File: src/rtl/fault_shuffle_wrap.sv
module fault_shuffle_wrap #(
  parameter int DATA_W   = 32,
  parameter int ADDR_W   = 4,
  parameter int SEG_BITS = 2
) (
  input  logic                clk,
  input  logic                rst_n,
  input  logic                cl_req,
  input  logic                cl_we,
  input  logic [ADDR_W-1:0]   cl_addr,
  input  logic [DATA_W-1:0]   cl_wdata,
  output logic [DATA_W-1:0]   cl_rdata,
  output logic                cl_rvalid,
  output logic                mem_en,
  output logic                mem_we,
  output logic [ADDR_W-1:0]   mem_addr,
  output logic [DATA_W-1:0]   mem_wdata,
  input  logic [DATA_W-1:0]   mem_rdata,
  input  logic                fm_wr,
  input  logic [ADDR_W-1:0]   fm_addr,
  input  logic [SEG_BITS-1:0] fm_idx
);
  localparam int DEPTH = 1 << ADDR_W;
  localparam int SEG_W = DATA_W >> SEG_BITS;
  localparam int ROT_W = $clog2(DATA_W);

  logic [SEG_BITS-1:0] fmap [DEPTH];
  logic [ROT_W-1:0]    wr_sh, rd_sh_q;
  logic [2*DATA_W-1:0] wr_dbl, rd_dbl;

  always_ff @(posedge clk or negedge rst_n) begin
    if (!rst_n) begin
      for (int i = 0; i < DEPTH; i++) fmap[i] <= '0;
    end else if (fm_wr) begin
      fmap[fm_addr] <= fm_idx;
    end
  end

  assign wr_sh = ROT_W'(32'(fmap[cl_addr]) * SEG_W);

  always_ff @(posedge clk or negedge rst_n) begin
    if (!rst_n) begin
      cl_rvalid <= 1'b0;
      rd_sh_q   <= '0;
    end else begin
      cl_rvalid <= cl_req && !cl_we;
      if (cl_req && !cl_we) rd_sh_q <= wr_sh;
    end
  end

  assign mem_en    = cl_req;
  assign mem_we    = cl_req && cl_we;
  assign mem_addr  = cl_addr;
  assign wr_dbl    = {cl_wdata, cl_wdata} << wr_sh;
  assign mem_wdata = wr_dbl[2*DATA_W-1:DATA_W];
  assign rd_dbl    = {mem_rdata, mem_rdata} >> rd_sh_q;
  assign cl_rdata  = rd_dbl[DATA_W-1:0];

  AST_RVALID_AFTER_READ: assert property (@(posedge clk) disable iff (!rst_n)
    (cl_req && !cl_we) |=> cl_rvalid);
  AST_NO_STRAY_RVALID: assert property (@(posedge clk) disable iff (!rst_n)
    !(cl_req && !cl_we) |=> !cl_rvalid);
  AST_ZERO_ENTRY_PASS: assert property (@(posedge clk) disable iff (!rst_n)
    (cl_req && cl_we && fmap[cl_addr] == '0) |-> mem_wdata == cl_wdata);
  AST_UPDATE_LANDS: assert property (@(posedge clk) disable iff (!rst_n)
    fm_wr |=> fmap[$past(fm_addr)] == $past(fm_idx));
  AST_ZERO_SHIFT_READ: assert property (@(posedge clk) disable iff (!rst_n)
    (cl_req && !cl_we && fmap[cl_addr] == '0) |=> cl_rdata == mem_rdata);
endmodule

File: config.mk
export PLATFORM = sky130hd
export DESIGN_NAME = fault_shuffle_wrap
export DESIGN_NICKNAME = d
export VERILOG_FILES = /design/src/rtl/fault_shuffle_wrap.sv
export SDC_FILE = /design/constraint.sdc
export NUM_CORES = 1
export LEC_CHECK = 0
export BUFFER_PORTS_ARGS = -buffer_cell sky130_fd_sc_hd__buf_2
export CAP_MARGIN = 20
export CORE_MARGIN = 8
export CORE_UTILIZATION = 45
export DETAILED_ROUTE_END_ITERATION = 8
export PLACE_DENSITY = 0.7
export SETUP_SLACK_MARGIN = 0.3
export SLEW_MARGIN = 5
export SYNTH_ARGS = -nofsm -noshare
export SYNTH_HDL_FRONTEND = slang
export SYNTH_SLANG_ARGS = --single-unit
File: constraint.sdc
create_clock -name clk -period 4.8 [get_ports clk]
set_clock_uncertainty 0.15 [all_clocks]
set_input_delay 0.24 -clock clk [delete_from_list [all_inputs] [get_ports clk]]
set_output_delay 0.24 -clock clk [all_outputs]
set_load 0.02 [all_outputs]
==> results of run 1 <==
[layer usage]
layer | part of all wire, % | GRT usage [%] | vias to the layer above | wire length, µm
li1 | - | - | 1399 | -
met3 | 6.1 | 4.27 | 17 | 644
met5 | 0 | 0 | - | 0
met1 | 41 | 21.5 | 1602 | 4360
met2 | 51 | 27.5 | 117 | 5360
met4 | 2.1 | 4.41 | 0 | 217
[cells by family (layout without fill, tap and decap cells)]
kind of cell / after synthesis / in the layout / share of synthesized area [%]
buffers and inverters: 33 / 161 / 4.97
AO/OA/AOI/OAI: 2 / 2 / 0.249
AND/OR/NAND/NOR: 28 / 28 / 3.60
other: 0 / 1 / 0
flip-flops: 35 / 35 / 21.8
multiplexers: 178 / 178 / 69.4
[cell type report]
cell class                 count  area [µm²]
multi-input combinational    208        2950
clock buffer                   7        86.3
fill                         748        3890
antenna                        1        2.50
sequential                    35         877
tap                          108         135
timing repair buffer         152         771
clock inverter                 1        5.00
inverter                       1        3.75
[synthesized netlist by cell type (3+ instances only)]
master,instances,area [µm²]
mux2_2,66,743
mux4_2,66,1490
dfrtp_1,35,876
mux2_1,32,360
clkbuf_1,12,45.0
mux2i_1,10,100
nor2_1,10,37.5
buf_6,7,78.8
buf_4,5,37.5
buf_1,4,15.0
buf_2,4,20.0
mux4_1,4,105
nand2_1,4,15.0
nand3b_1,4,30.0
nand2b_1,3,18.8
or3_1,3,18.8
[final timing paths]
| kind | from | end | slack, ns | cells past startpoint |
|---|---|---|---|---|
| max | fmap[4]$_DFFE_PN0P_ | mem_wdata[2] | 1.58 | 5 |
| min | cl_req | cl_rvalid$_DFF_PN0_ | 0.13 | 3 |
| max reg2reg | fmap[4]$_DFFE_PN0P_ | rd_sh_q[3]$_DFFE_PN0P_ | 2.54 | 4 |
| max in group asynchronous | rst_n | rd_sh_q[3]$_DFFE_PN0P_ | 3.55 | 2 |
| min reg2reg | fmap[14]$_DFFE_PN0P_ | fmap[14]$_DFFE_PN0P_ | 0.35 | 1 |
| min in group asynchronous | rst_n | fmap[13]$_DFFE_PN0P_ | 0.41 | 2 |
[flip-flops by register name, summed over array words and instances, names as in the netlist]
register / cells
fmap: 32
rd_sh_q: 2
cl_rvalid: 1
[power groups by stage]
stage / Combinational, mW / Sequential, mW / Clock [mW]
6_report: 1.25 / 0.448 / 0.218
3_3_place_gp: 1.24 / 0.453 / 0
5_1_grt: 1.33 / 0.463 / 0.235
2_1_floorplan: 1.02 / 0.388 / 0
3_5_place_dp: 1.26 / 0.456 / 0
4_1_cts: 1.26 / 0.450 / 0.222
[stage by stage]
stage,instance area (µm²),utilization [%]
after floorplan,4030,-
after global placement,4730,54.2
after detailed placement,4730,54.2
after CTS,4830,55.4
after global routing,4830,55.4
final,4830,55.4
[critical path: cells and delay by family (launching register included)]
kind	cells	cell delay [ns]
buffers and inverters	1	0.18
DFF	1	0.39
muxes	4	1.98
==> metrics.md, run 1 <==
| Metric | Value |
|---|---|
| Status | completed |
| WHS | roughly 0.13 ns |
| Final setup vio count | 0 |
| Most used DFF post-synth | dfrtp_1 |
| DRC viols | 0 |
| CTS max path bufs | 2 |
| CTS resizes | 0 |
| Tot Pwr | between 1.5 and 2 mW |
| RSZ-0062 raised after global routing | false |
| Clk sinks | 35 |
| Routed WL per cell | 20.6 µm |
| PnR worst setup slack | 1.58 ns |
| Initial DRT Pass Iterations | 4 |
| Asr flop ratio synth | 100% |
| Worst VDD drop | around 0.2 mV |
| Setup WS pre-CTS | 1.68 ns |
| Vias in the first global route | 3260 |
| PortBufs | 149 |
| Relative slew slack | around 41% |
| Grt total ovfl | 0 |
| Die ar. | 0.0122 mm² |
| Sw frac | 42.4% |
| Most common cell after layout, fill and taps aside | buf_2 |
| CTS tree | yes |
| Post-Route WL | 10600 µm |
| P&R area growth vs syn | 20.0% |
| CP max FO | 33 |
| Mapped cell area | 0.00403 mm² |
| Worst-path cell chain | mux4_1, mux2i_1, mux2_2, mux4_2, buf_2 |
| RePlAce Congestion | roughly 0.77 |
| Cells after Synth | roughly 280 |
| Vias | 3135 |
| Clock power frac | 11.4% |
| Max-Cap Viols | 0 |
| Tot GR Track Use | about 17% |
| Netlist cell types | 22 |
| CP endpoint kind | output pin |
| Internal | 1.10 mW |
| Rows | 34 |
| Die width | 111 µm |
| Switching pwr | 0.812 mW |
| Sequential share of power | 23.4% |
| Clock H-tree levels | 2 |
| Post-CTS Setup Bufs | 0 |
| Initial Utilization | between 40% and 50% |
| WP data required | 4.41 ns |
| Worst-path clk slew | 0.07 ns |
| Final TNS setup | 0 ns |
| I/O Pins | 150 |
| Synth Net Count | 355 |
| Startpoint types | flop |
| Fin. max-slew vios | 0 |
| Slowest library cell on the worst path | mux2_2 |
| Die H | 111 µm |
| Final worst path period share | 67.1% |
| Final Hold Fails | 0 |
| DP HPWL | between 8000 and 9000 µm |
| Post-layout nets | 482 |
| Yosys reg bits | 35 |
| Post-placement cell count | 503 |
| Crit path DAT | 2.83 ns |
| Initial antenna violation count | 1 |
| Hold_buf cts | 1 |
| Share of cells above drive strength 1 | 72.0% |
| Via density | 6.11 |
| Combinational Power Share | 65.2% |
| Synth Warn # | 0 |
| P per Cell Area | 397 mW/mm² |
| First-pass GRT wire length | 17400 µm |
| Worst hold-check path type | input port to flop |
| Static Leakage | 2.04 nW |
| Iteration-0 DRC count of the detailed router | 178 |
| Skew-Pair Late Insertion Delay | approximately 0.29 ns |
| CTS Root Cell | clkbuf_8 |
| Worst slew pin tran | 0.885 ns |
| Most frequent cells in the layout | buf_2 (149), mux4_2 (66), mux2_2 (66) |
| Sequential element share of the synthesized area | 21.8% |
| Max Freq | 311 MHz |
| Mapped Avg Cell Area | 14.6 µm² |
| CTS Buf Count | 5 |
| Worst setup path class | flop to output pin |
| Crit path time final | 3.22 ns |
| Largest stage delay on the critical path | 0.72 ns |
| Largest net degree at the start of global routing | 36 |
| Non-Filler Instances | about 510 |
| Final ANT Viol Nets | 0 |
| Core ar. | ~0.0087 mm² |
| Number of synthesized flops with an enable pin | 0 |
No activity file was read; power rests on OpenSTA's default activity.
==> run 2, diff against run 1 <==
clock period = 3.1 ns   (was 4.8 ns; I/O delays follow)
==> run 2 against run 1 <==
Effect of this change:
- global-route usage is 0.27 points higher
- combinational power is 65% higher
- routed wire length is 1.7% higher
- clock power is 40% higher
- total power is 59% higher
- sequential share of layout area is 0.39 points lower
- sequential power is 51% higher
- critical path type unchanged
- largest cell class unchanged
- largest power group unchanged
- highest routed layer unchanged
==> metrics.md, run 2 (synthesized netlist as in run 1, its figures left out) <==
| Metric | Value |
|---|---|
| Core ar. | 0.00872 mm² (unchanged) |
| Final TNS setup | 0 ns (unchanged) |
| Highest routed layer | met4 |
| Max-Cap Viols | 0 (unchanged) |
| Die H | 111 µm (unchanged) |
| Worst hold-check path type | input port to flop |
| Setup WS pre-CTS | 0.430 ns (-1.25 ns) |
| Most common cell after layout, fill and taps aside | buf_2 |
| CTS tree | yes |
| Largest net degree at the start of global routing | 36 (unchanged) |
| RePlAce Congestion | 0.752 (-2.3%) |
| CP max FO | 33 (unchanged) |
| Worst slew pin tran | 0.913 ns (+0.0281 ns) |
| Worst-path cell chain | mux2i_1, mux4_2, buf_12, mux2_1, mux4_2, buf_2 |
| PnR worst setup slack | 0.333 ns (-1.25 ns) |
| Skew-Pair Late Insertion Delay | 0.28 ns (about the same) |
| Worst setup path class | flop to output pin |
| RSZ-0062 raised after global routing | true |
| Static Leakage | 2.10 nW (+2.7%) |
| Vias | 3147 (+0.38%) |
| CTS Buf Count | 5 (unchanged) |
| Clock H-tree levels | 2 (unchanged) |
| Most frequent cells in the layout | buf_2 (149), mux4_2 (67), mux2_2 (65) |
| Crit path time final | 2.77 ns |
| Die ar. | 0.0122 mm² (unchanged) |
| Max reg flops | 32 (unchanged) |
| Final setup vio count | 0 (unchanged) |
| I/O Pins | 150 (unchanged) |
| Post-layout nets | 490 (+1.7%) |
| WP buf/inv | 2 (+1) |
| Most frequent CP cell | mux4_2 |
| P per Cell Area | 615 mW/mm² (+55%) |
| WP data required | 2.79 ns (-1.62 ns) |
| Post-Route WL | 10800 µm (+1.7%) |
| R2R Setup Slk | 1.26 ns (-1.28 ns) |
| Largest stage delay on the critical path | 0.52 ns (-0.20 ns) |
| Met2 Routed Length | 5700 µm (+6.3%) |
| Iteration-0 DRC count of the detailed router | 160 (-10%) |
| Critical path's top delay family | multiplexers |
| Core Util, Final | 56.6% (+1.2 points) |
| Relative slew slack | 39.1% (-1.9 points) |
| Grt total ovfl | 0 (unchanged) |
| DR WL met3 | 587 µm (-8.9%) |
| CP endpoint kind | output pin |
| Initial Utilization | 46.2% (unchanged) |
| PortBufs | 149 (unchanged) |
| CTS Root Cell | clkbuf_8 |
| Die width | 111 µm (unchanged) |
| M1 WL | 4290 µm (-1.6%) |
| Clk sinks | 35 (unchanged) |
| Via density | 6.04 (-1.2%) |
| First-pass GRT wire length | 17600 µm (+1.3%) |
| Max Freq | 361 MHz |
| Initial antenna violation count | 1 (unchanged) |
| Tot GR Track Use | 17.0% (+0.27 points) |
| DRC viols | 0 (unchanged) |
| CTS max path bufs | 2 (unchanged) |
| Slowest library cell on the worst path | mux4_2 |
| Rows | 34 (unchanged) |
| P&R area growth vs syn | 22.6% |
| Final ANT Viol Nets | 0 (unchanged) |
| Startpoint types | flop |
| Final Hold Fails | 0 (unchanged) |
| Worst-path clk slew | 0.06 ns (about the same) |
| Status | completed |
| DP HPWL | 8610 µm (+0.79%) |
| Vias in the first global route | 3376 (+3.6%) |
| Initial DRT Pass Iterations | 4 (unchanged) |
| Worst VDD drop | 0.335 mV (+64%) |
| Share of cells above drive strength 1 | 72.6% (+0.54 points) |
| Crit path DAT | 2.46 ns (-0.37 ns) |
| Biggest regs | fmap: 32 flops, rd_sh_q: 2 flops, cl_rvalid: 1 flops |
| Routed WL per cell | 20.7 µm (+0.14%) |
| Largest Register | fmap |
| Fin. max-slew vios | 0 (unchanged) |
| Final worst path period share | 89.3% |
[run 2: worst paths after layout]
kind / from / to / cells after the start
setup / recovery: fmap[17]$_DFFE_PN0P_ / mem_wdata[20] / 6
hold / removal: cl_req / cl_rvalid$_DFF_PN0_ / 3
setup reg to reg: fmap[17]$_DFFE_PN0P_ / rd_sh_q[4]$_DFFE_PN0P_ / 5
hold reg to reg: fmap[2]$_DFFE_PN0P_ / fmap[2]$_DFFE_PN0P_ / 1
max in group asynchronous: rst_n / rd_sh_q[3]$_DFFE_PN0P_ / 2
min in group asynchronous: rst_n / fmap[16]$_DFFE_PN0P_ / 2
[run 2: layout make-up]
class | count | area, µm²
fillers | 720 | 3780
clock buffers | 7 | 76.3
well taps | 108 | 135
diodes | 1 | 2.50
flip-flops and latches | 35 | 877
inverters | 1 | 3.75
multi-input cells | 208 | 2950
clock inverters | 1 | 5.00
repair buffers | 160 | 886
[run 2: what timing repair did]
action,CTS,global route
hold buffers,1,0
cloned,0,1
endpoints found under the setup margin,7,28
setup buffers,0,2
endpoints found under the hold margin,35,0
gates resized for setup,1,1
[run 2: worst reg2reg max path: stages (launching register included)]
cell and delay [ns]:
dfrtp_1 0.36, mux2i_1 0.10, mux4_2 0.52, buf_12 0.20
mux2_2 0.29, o21ai_0 0.14
[run 2: stage by stage]
| stage | instances | total power [mW] | area (µm²) | hold slack, ns |
|---|---|---|---|---|
| CTS | 517 | 3.03 | 4900 | 0.0728 |
| global placement | 508 | 2.68 | 4800 | 0.127 |
| finish | 521 | 3.04 | 4940 | 0.0640 |
| global route | 521 | 3.22 | 4940 | 0.117 |
| detailed placement | 508 | 2.72 | 4800 | 0.122 |
| floorplan | 276 | 2.18 | 4030 | -0.291 |
[run 2: per-layer routing]
| layer | track usage (%) | up-vias |
|---|---|---|
| met5 | 0 | - |
| met4 | 4.95 | 0 |
| met3 | 3.41 | 17 |
| met2 | 29.9 | 111 |
| met1 | 20.5 | 1609 |
| li1 | - | 1410 |
[run 2: power breakdown]
group | internal [mW] | leakage [nW] | switching, mW
Clock | 0.157 | 0.0422 | 0.148
Sequential | 0.562 | 0.430 | 0.113
Combinational | 1.05 | 1.63 | 1.01
==> run 3, diff against run 2 <==
CORE_ASPECT_RATIO = 0.7   (was default)
CTS_CLUSTER_DIAMETER = 30   (was default)
clock period = 3.45 ns   (was 3.1 ns; I/O delays follow)
==> run 3 against run 2 <==
Effect of this change:
- sequential power fell by 11%
- register-to-register slack gained 0.12 ns
- sequential share of layout area decreased by 0.13 points
- first-iteration DRC count up 20%
- die area increased by 0.39%
- final area grew 0.74%
- critical path type unchanged
- critical endpoint is now mem_wdata[30]
- largest cell class unchanged
==> metrics.md, run 3 (synthesized netlist as in run 1, its figures left out) <==
| Metric | Value |
|---|---|
| CTS max path bufs | 2 (unchanged) |
| Worst-path cell chain | mux2i_1, mux4_2, mux2_1, mux4_2, buf_2 |
| Ant. Diodes | 0 (-1) |
| CTS Buf Count | 5 (unchanged) |
| Startpoint types | flop |
| Worst VDD drop | 0.283 mV (-16%) |
| Final Hold Fails | 0 (unchanged) |
| Core ar. | 0.00889 mm² (+1.9%) |
| Crit path DAT | 2.76 ns (+0.30 ns) |
| Clk sinks | 35 (unchanged) |
| Status | completed |
| Largest net degree at the start of global routing | 36 (unchanged) |
| Placed Instance Area | 0.00476 mm² (-0.83%) |
| Worst hold stages | 3 (unchanged) |
| Grt total ovfl | 0 (unchanged) |
| Slowest library cell on the worst path | mux4_2 |
| DP HPWL | 8110 µm (-5.8%) |
| Initial antenna violation count | 0 (-1) |
| PortBufs | 149 (unchanged) |
| R2r endpoint | rd_sh_q[3]$_DFFE_PN0P_ |
| Final worst path period share | 89.3% |
| Non-Filler Instances | 532 (+2.1%) |
| HP Start | cl_req |
| Most common cell after layout, fill and taps aside | buf_2 |
| Tot GR Track Use | 16.5% (-0.58 points) |
| Post-Route WL | 11100 µm (+2.7%) |
| Die ar. | 0.0123 mm² (+0.39%) |
| Most frequent CP cell | mux4_2 |
| Via density | 6.00 (-0.61%) |
| Largest stage delay on the critical path | 0.64 ns (+0.12 ns) |
| Initial DRT Pass Iterations | 4 (unchanged) |
| RePlAce Congestion | 0.793 (+5.4%) |
| Die H | 95.1 µm (-14%) |
| WHS Endpoint | cl_rvalid$_DFF_PN0_ |
| Skew-Pair Late Insertion Delay | 0.28 ns (about the same) |
| Critical path's top delay family | multiplexers |
| Core Util, Final | 55.9% (-0.67 points) |
| Static Leakage | 2.09 nW (-0.41%) |
| Iteration-0 DRC count of the detailed router | 192 (+20%) |
| Max-Cap Viols | 0 (unchanged) |
| Routed WL per cell | 20.8 µm (+0.60%) |
| Max Freq | approximately 320 MHz |
| P per Cell Area | 576 mW/mm² (-6.4%) |
| Rows | 29 (-15%) |
| Share of cells above drive strength 1 | 72.5% (about the same) |
| Final TNS setup | 0 ns (unchanged) |
| Multi-input logic area | 0.00300 mm² (+1.5%) |
| Tot Pwr | 2.86 mW (-5.7%) |
| Biggest regs | fmap: 32 flops, rd_sh_q: 2 flops, cl_rvalid: 1 flops |
| Most frequent cells in the layout | buf_2 (149), mux4_2 (68), mux2_2 (66) |
| Clock H-tree levels | 2 (unchanged) |
| Worst-path clk slew | 0.06 ns (about the same) |
| WP buf/inv | 1 (-1) |
| Final setup vio count | 0 (unchanged) |
| R2r startpoint | fmap[6]$_DFFE_PN0P_ |
| Vias | 3194 (+1.5%) |
| Fin. max-slew vios | 0 (unchanged) |
| Largest Register | fmap |
| Crit path time final | 3.08 ns |
| DRC viols | 0 (unchanged) |
| R2r worst-path depth | 5 (unchanged) |
| RSZ-0062 raised after global routing | false |
| First-pass GRT wire length | 16400 µm (-6.4%) |
| Register area | 877 µm² (unchanged) |
| Die width | 129 µm (+17%) |
| CP endpoint kind | output pin |
| Worst hold-check path type | input port to flop |
| Filler instances | 746 (+3.6%) |
| CTS tree | yes |
| Post-placement cell count | 521 (+2.6%) |
| Post-layout nets | 486 (-0.82%) |
| Worst setup path class | flop to output pin |
| CP max FO | 17 (-48%) |
| Final ANT Viol Nets | 0 (unchanged) |
| Initial Utilization | 45.3% (-0.88 points) |
| Post-route cell area | 0.00497 mm² (+0.74%) |
| Worst slew pin tran | 0.885 ns (-0.0286 ns) |
| Max reg flops | 32 (unchanged) |
| Vias in the first global route | 3149 (-6.7%) |
| Relative slew slack | 41.0% (+1.9 points) |
| CTS Root Cell | clkbuf_16 |
| I/O Pins | 150 (unchanged) |
| R2R Setup Slk | 1.38 ns (+0.12 ns) |
| WP data required | 3.13 ns (+0.34 ns) |
| P&R area growth vs syn | 23.5% |
run 3: final cells by class:
type / count / share of cell area (%)
clock buffers: 6 / 2.79
clock inverters: 2 / 0.327
inverters: 1 / 0.0755
multi-input cells: 210 / 60.2
flip-flops and latches: 35 / 17.6
well taps: 124 / 3.12
repair buffers: 154 / 15.8
run 3: timing repair:
action / CTS / global route
setup buffers: 0 / 0
setup endpoints to repair: 0 / 23
hold endpoints to repair: 35 / 0
resized for setup: 0 / 2
hold buffers: 1 / 0
run 3: how the worst max path moves through the flow:
stage	startpoint	endpoint	slack [ns]	cells after the start
6_report	fmap[1]$_DFFE_PN0P_	mem_wdata[30]	0.37	5
5_1_grt	fmap[7]$_DFFE_PN0P_	mem_wdata[7]	0.31	5
4_1_cts	fmap[7]$_DFFE_PN0P_	mem_wdata[3]	0.37	5
3_5_place_dp	cl_addr[1]	mem_wdata[30]	0.46	6
3_3_place_gp	cl_addr[1]	mem_wdata[30]	0.53	6
2_1_floorplan	cl_addr[0]	mem_wdata[0]	0.98	7
run 3: power breakdown:
| part | total [mW] | internal, mW | switching [mW] |
|---|---|---|---|
| clock | 0.457 | 0.288 | 0.169 |
| sequential | 0.598 | 0.505 | 0.0929 |
| combinational | 1.81 | 0.887 | 0.922 |
| total | 2.86 | 1.68 | 1.18 |
run 3: per-stage QoR:
step,hold WS [ns],worst slack [ns]
after detailed placement,0.151,0.464
after floorplan,-0.273,0.982
after CTS,0.0815,0.366
final,0.0786,0.370
after global placement,0.136,0.525
after global routing,0.102,0.306
run 3: routing by layer:
metal	GRT usage, %	routed length (µm)	up-vias
met3	3.80	1160	7
met1	22.9	4670	1615
li1	-	-	1418
met5	0	0	-
met4	2.63	51	0
met2	26.2	5180	154
run 3: worst register-to-register path: stages, from the launching register on:
cell and delay [ns]:
dfrtp_1 0.37, mux4_1 0.51, mux2i_1 0.20, mux2_2 0.21, buf_4 0.30, o21ai_0 0.18
